**src/rtl/mmap_pkg.sv**
```systemverilog
package mmap_pkg;

   typedef enum logic [2:0] {
      RGN_NONE   = 3'd0,
      RGN_RAM_LO = 3'd1,
      RGN_RAM_HI = 3'd2,
      RGN_IO     = 3'd3,
      RGN_ROM    = 3'd4,
      RGN_VEC    = 3'd5
   } region_e;

endpackage

```
**src/rtl/mmap_decode.sv**
```systemverilog
module mmap_decode
   import mmap_pkg::*;
#(
   parameter int              ADDR_W    = 16,
   parameter logic [ADDR_W-1:0] LOW_TOP   = 16'h7FFF,
   parameter logic [ADDR_W-1:0] UPPER_TOP = 16'hDFFF,
   parameter logic [ADDR_W-1:0] IO_TOP    = 16'hEFFF,
   parameter logic [ADDR_W-1:0] VEC_BASE  = 16'hFFF0
) (
   input  logic              valid,
   input  logic [ADDR_W-1:0] addr,
   output region_e           rgn
);

   always_comb begin
      if (!valid)                 rgn = RGN_NONE;
      else if (addr <= LOW_TOP)   rgn = RGN_RAM_LO;
      else if (addr <= UPPER_TOP) rgn = RGN_RAM_HI;
      else if (addr <= IO_TOP)    rgn = RGN_IO;
      else if (addr < VEC_BASE)   rgn = RGN_ROM;
      else                        rgn = RGN_VEC;
   end

endmodule

```
**src/rtl/mmap_latch.sv**
```systemverilog
module mmap_latch #(
   parameter int                ADDR_W     = 16,
   parameter int                MAP_W      = 4,
   parameter int                PAGE_W     = 3,
   parameter logic [ADDR_W-1:0] LATCH_ADDR = 16'hEF00,
   localparam int               DATA_W     = MAP_W + PAGE_W + 1
) (
   input  logic              clk,
   input  logic              rst_n,
   input  logic              valid,
   input  logic              we,
   input  logic [ADDR_W-1:0] addr,
   input  logic [DATA_W-1:0] wdata,
   output logic [MAP_W-1:0]  map,
   output logic [PAGE_W-1:0] page,
   output logic              led_n
);

   localparam logic [DATA_W-1:0] RESET_VAL = {1'b1, {(DATA_W-1){1'b0}}};

   logic [DATA_W-1:0] q;
   logic              hit;

   assign hit = valid && we && (addr == LATCH_ADDR);

   always_ff @(posedge clk or negedge rst_n) begin
      if (!rst_n)   q <= RESET_VAL;
      else if (hit) q <= wdata;
   end

   assign map   = q[MAP_W-1:0];
   assign page  = q[MAP_W +: PAGE_W];
   assign led_n = q[DATA_W-1];

endmodule

```
**src/rtl/mmap_addr.sv**
```systemverilog
module mmap_addr
   import mmap_pkg::*;
#(
   parameter int  MAP_W      = 4,
   parameter int  PAGE_W     = 3,
   parameter int  RAM_OFF_W  = 15,
   parameter int  ROM_OFF_W  = 12,
   parameter int  UPPER_BANK = 1,
   parameter bit  VEC_FIXED  = 1'b1,
   localparam int RAM_PA_W   = MAP_W + RAM_OFF_W,
   localparam int ROM_PA_W   = PAGE_W + ROM_OFF_W
) (
   input  region_e              rgn,
   input  logic [RAM_OFF_W-1:0] off,
   input  logic [MAP_W-1:0]     map,
   input  logic [PAGE_W-1:0]    page,
   output logic                 ram_sel,
   output logic [RAM_PA_W-1:0]  ram_addr,
   output logic                 rom_sel,
   output logic [ROM_PA_W-1:0]  rom_addr,
   output logic                 io_sel
);

   localparam logic [MAP_W-1:0] UB = MAP_W'(UPPER_BANK);

   logic [PAGE_W-1:0]    vec_page;
   logic [ROM_OFF_W-1:0] rom_off;

   assign rom_off = off[ROM_OFF_W-1:0];

   generate
      if (VEC_FIXED) begin : g_vec_fixed
         assign vec_page = {PAGE_W{1'b1}};
      end else begin : g_vec_paged
         assign vec_page = page;
      end
   endgenerate

   always_comb begin
      ram_sel  = 1'b0;
      rom_sel  = 1'b0;
      io_sel   = 1'b0;
      ram_addr = '0;
      rom_addr = '0;
      case (rgn)
         RGN_RAM_LO: begin
            ram_sel  = 1'b1;
            ram_addr = {map, off};
         end
         RGN_RAM_HI: begin
            ram_sel  = 1'b1;
            ram_addr = {UB, off};
         end
         RGN_IO: io_sel = 1'b1;
         RGN_ROM: begin
            rom_sel  = 1'b1;
            rom_addr = {page, rom_off};
         end
         RGN_VEC: begin
            rom_sel  = 1'b1;
            rom_addr = {vec_page, rom_off};
         end
         default: ;
      endcase
   end

endmodule

```
**src/rtl/paged_mem_ctrl.sv**
```systemverilog
module paged_mem_ctrl
   import mmap_pkg::*;
#(
   parameter int  ADDR_W     = 16,
   parameter int  MAP_W      = 4,
   parameter int  PAGE_W     = 3,
   parameter int  ROM_OFF_W  = 12,
   parameter int  UPPER_BANK = 1,
   parameter bit  VEC_FIXED  = 1'b1,
   localparam int DATA_W     = MAP_W + PAGE_W + 1,
   localparam int RAM_OFF_W  = ADDR_W - 1,
   localparam int RAM_PA_W   = MAP_W + RAM_OFF_W,
   localparam int ROM_PA_W   = PAGE_W + ROM_OFF_W
) (
   input  logic                clk,
   input  logic                rst_n,
   input  logic                bus_valid,
   input  logic                bus_we,
   input  logic [ADDR_W-1:0]   bus_addr,
   input  logic [DATA_W-1:0]   bus_wdata,
   output logic                ram_sel,
   output logic [RAM_PA_W-1:0] ram_addr,
   output logic                rom_sel,
   output logic [ROM_PA_W-1:0] rom_addr,
   output logic                io_sel,
   output logic                led_n
);

   generate
      if (ADDR_W != 16) begin : g_bad_aw
         $error("paged_mem_ctrl: ADDR_W must be 16");
      end
      if (DATA_W != 8) begin : g_bad_dw
         $error("paged_mem_ctrl: MAP_W + PAGE_W + 1 must be 8");
      end
      if (ROM_OFF_W >= RAM_OFF_W) begin : g_bad_rom
         $error("paged_mem_ctrl: ROM window must be smaller than RAM window");
      end
      if (UPPER_BANK >= (1 << MAP_W)) begin : g_bad_ub
         $error("paged_mem_ctrl: UPPER_BANK out of map range");
      end
   endgenerate

   region_e           rgn;
   logic [MAP_W-1:0]  map;
   logic [PAGE_W-1:0] page;

   mmap_decode #(
      .ADDR_W (ADDR_W)
   ) u_decode (
      .valid (bus_valid),
      .addr  (bus_addr),
      .rgn   (rgn)
   );

   mmap_latch #(
      .ADDR_W (ADDR_W),
      .MAP_W  (MAP_W),
      .PAGE_W (PAGE_W)
   ) u_latch (
      .clk   (clk),
      .rst_n (rst_n),
      .valid (bus_valid),
      .we    (bus_we),
      .addr  (bus_addr),
      .wdata (bus_wdata),
      .map   (map),
      .page  (page),
      .led_n (led_n)
   );

   mmap_addr #(
      .MAP_W      (MAP_W),
      .PAGE_W     (PAGE_W),
      .RAM_OFF_W  (RAM_OFF_W),
      .ROM_OFF_W  (ROM_OFF_W),
      .UPPER_BANK (UPPER_BANK),
      .VEC_FIXED  (VEC_FIXED)
   ) u_addr (
      .rgn      (rgn),
      .off      (bus_addr[RAM_OFF_W-1:0]),
      .map      (map),
      .page     (page),
      .ram_sel  (ram_sel),
      .ram_addr (ram_addr),
      .rom_sel  (rom_sel),
      .rom_addr (rom_addr),
      .io_sel   (io_sel)
   );

endmodule

```
**config.mk**
```make
export PLATFORM = sky130hd
export DESIGN_NAME = paged_mem_ctrl
export DESIGN_NICKNAME = d
export VERILOG_FILES = /design/src/rtl/mmap_pkg.sv /design/src/rtl/mmap_decode.sv /design/src/rtl/mmap_latch.sv /design/src/rtl/mmap_addr.sv /design/src/rtl/paged_mem_ctrl.sv
export SDC_FILE = /design/constraint.sdc
export NUM_CORES = 1
export LEC_CHECK = 0
export BUFFER_PORTS_ARGS = -buffer_cell sky130_fd_sc_hd__buf_2
export CAP_MARGIN = 20
export CORE_UTILIZATION = 35
export CTS_CLUSTER_SIZE = 10
export DETAILED_ROUTE_END_ITERATION = 10
export GPL_ROUTABILITY_DRIVEN = 0
export PLACE_DENSITY = 0.78
export SKIP_LAST_GASP = 1
export SLEW_MARGIN = 20
export SYNTH_ARGS = -nofsm -noshare
export SYNTH_HDL_FRONTEND = slang
export SYNTH_SLANG_ARGS = --single-unit
export TNS_END_PERCENT = 30
```
**constraint.sdc**
```tcl
create_clock -name clk -period 1.28 [get_ports clk]
set_clock_uncertainty 0.05 [all_clocks]
set_input_delay 0.128 -clock clk [delete_from_list [all_inputs] [get_ports clk]]
set_output_delay 0.128 -clock clk [all_outputs]
set_load 0.05 [all_outputs]
```
==> impl_metrics.yaml <==
worst_setup_path:
  cp-start-kind: "input pin"
  reg2reg_to: "u_latch.q[5]"
  r2r.worst_path.cells: 1
  cp-end-kind: "primary output"
  cpMaxStageDelayCell: "buf_2"
  path_class: "in -> out"
  r2r-start: "u_latch.q[5]"
  worstPathRequired_ns: 1.10
  arrival_ns: 1.08
  critPathMaxFanout: 14
  crit_chain: "buf_2, a31oi_1, buf_4, and2_1, buf_2"
  cpPeakStageDelay_ns: 0.27
  cpMostUsedCell: "buf_2"
  ff2ff_setup_slack_ns: 0.45
clocking:
  cts_tree: "built"
  clk_pin_slew_worst_paths_ns: 0.06
  clk_latency_ns: 0.26
  htreeDepth: 1
  clock_path_buffers: 2
  root_buffer: "clkbuf_4"
  cts_made_buffers: 3
  clock-sinks: 8
cells_and_area:
  syn_to_final_growth_pct: 87.9
  final_cell_mix: "buf_2 (50), buf_4 (16), and3_1 (12)"
  nets: 179
  diodes: 0
  reg_top3: "u_latch.q (8)"
  finalNonFillerCells: 175
  largest_reg_flops: 8
  layout-drive-gt1-share: 0.713
  largest_register: "u_latch.q"
  final_common_cell: "buf_2"
synth:
  synth-seq-cells: 8
  avgSynthCellArea_sq_um: 9.07
  synthCells: 72
  ys_types: 20
  postSynthNetCount: 100
  synth_area_sq_um: 653
  yosysSeqAreaShare: 0.308
  yosysWarnings: 0
grt:
  grt_pass1_wl_microns: 2820
  first_global_vias: 692
  grt_start_max_net_pins: 15
  grt_use_met3: 0.0360
  overflow: 0
  use_met2: 0.380
  globalRouteTotalUtil: 0.195
  antenna_found_initial: 0
  grt-busiest-layer: "met2"
  met1_usage: 0.187
worst_hold_path:
  whs_endpoint: "u_latch.q[2]"
  hold_depth: 2
  holdCritStartpoint: "bus_wdata[2]"
  hold_path_class: "in -> reg"
power:
  peakVddDrop_mv: 0.519
  p_comb_frac: 0.411
  p_leak_nw: 0.739
  p_switching_uw: 308
  internal_power_uw: 487
  pwr-share-seq: 0.318
  p_sw_frac: 0.388
  cellPowerDensity_nw_per_um2: 648
  pwr-share-clk: 0.271
timing:
  hold_ws_ns: 0.0415
  fmax_mhz: 798
  final-max-slew-violation-count: 0
  setup_viol: 0
  timing.final.hold_violations: 0
  rsz0062_at_grt: "yes"
  fin_crit_ns: 1.25
  worst_pin_slew_ns: 0.340
  min_period_over_period: 0.979
  relSlewSlack: 0.771
routing:
  drcViolationCount: 0
  wirelength_microns: 2070
  drt_iter0_markers: 3
  first_pass_iters: 4
  postRouteAntennaNets: 0
  viasPerCell: 4.72
  wl_per_cell_microns: 11.8
  num_vias: 826
placement:
  io_buffers: 65
  post-place-cells: 170
die:
  rows: 15
  fp.dieW_microns: 45.2
  dieArea_sq_um: 2040
  io_pins: 66
  coreArea_sq_um: 1750
  die_y_microns: 45.2
  start_util: 0.374
run_status:
  status: "finished clean"
flow_run:
  max-cap-violations: 0
[worst max-delay path by stage]
stage	start	to	slack, ns
after global routing	bus_valid	ram_addr[4]	-0.05
after floorplan	bus_addr[8]	rom_addr[12]	-0.06
after CTS	bus_addr[14]	rom_addr[6]	-0.00003
after detailed placement	bus_addr[8]	rom_addr[13]	-0.18
after global placement	bus_addr[8]	rom_addr[14]	-0.15
final	bus_addr[14]	ram_addr[4]	0.03
[cells by family (layout without fill, tap and decap cells)]
logic type / Yosys count / after routing / synth area share
AO/OA/AOI/OAI: 6 / 6 / 0.0575
buffers and inverters: 9 / 87 / 0.0536
flip-flops: 8 / 8 / 0.308
multiplexers: 8 / 8 / 0.138
AND/OR/NAND/NOR: 41 / 41 / 0.443
[critical path: cells and delay by family]
kind,cells,cell delay [ns]
buffers and inverters,3,0.60
AO/OA/AOI/OAI,1,0.20
AND/OR/NAND/NOR,1,0.15
[layout make-up]
type / count / area, sq um
tap: 25 / 31.3
sequential: 8 / 201
multi-input combinational: 55 / 464
fill: 137 / 518
timing repair buffer: 77 / 482
inverter: 6 / 22.5
clock buffer: 4 / 26.3
[synthesized netlist by cell type, drive strengths merged]
cell type / number / area [sq um]
nand4: 4 / 46.3
clkbuf: 2 / 7.51
a31oi: 4 / 25.0
dfrtp: 7 / 175
o21ai: 1 / 5.00
dfstp: 1 / 26.3
nor2: 3 / 18.8
o21a: 1 / 7.51
inv: 6 / 22.5
nand3: 1 / 5.00
and3: 12 / 75.1
buf: 1 / 5.00
mux2: 8 / 90.1
nor4b: 1 / 15.0
nor4: 1 / 12.5
nand2: 1 / 3.75
and2: 18 / 113
[power groups by stage]
stage	clock network (mW)	logic (mW)	registers, mW
3_3_place_gp	0	0.305	0.258
6_report	0.215	0.327	0.253
5_1_grt	0.234	0.346	0.253
3_5_place_dp	0	0.309	0.258
4_1_cts	0.226	0.316	0.253
2_1_floorplan	0	0.184	0.258
[what timing repair did]
action,CTS,global route
setup buffers,0,0
hold buffers,1,0
pin swaps,2,6
endpoints found under the setup margin,3,28
endpoints found under the hold margin,8,0
gates resized for setup,9,18
[through the flow]
| stage | setup slack (ns) | setup TNS (ns) | util | area [sq um] | power [mW] |
|---|---|---|---|---|---|
| after floorplan | -0.0627 | -0.188 | - | 686 | 0.442 |
| final | 0.0267 | 0 | 0.703 | 1230 | 0.795 |
| after global routing | -0.0468 | -0.501 | 0.703 | 1230 | 0.833 |
| after CTS | -0.0000285 | -0.0000285 | 0.672 | 1170 | 0.795 |
| after detailed placement | -0.175 | -1.27 | 0.636 | 1110 | 0.566 |
| after global placement | -0.152 | -1.05 | 0.636 | 1110 | 0.562 |
[per-layer routing]
metal	wire [microns]	part of all wire
met2	1120	0.54
met4	29	0.014
met5	0	0
met3	187	0.091
met1	725	0.35
(Power assumes the default switching activity.)
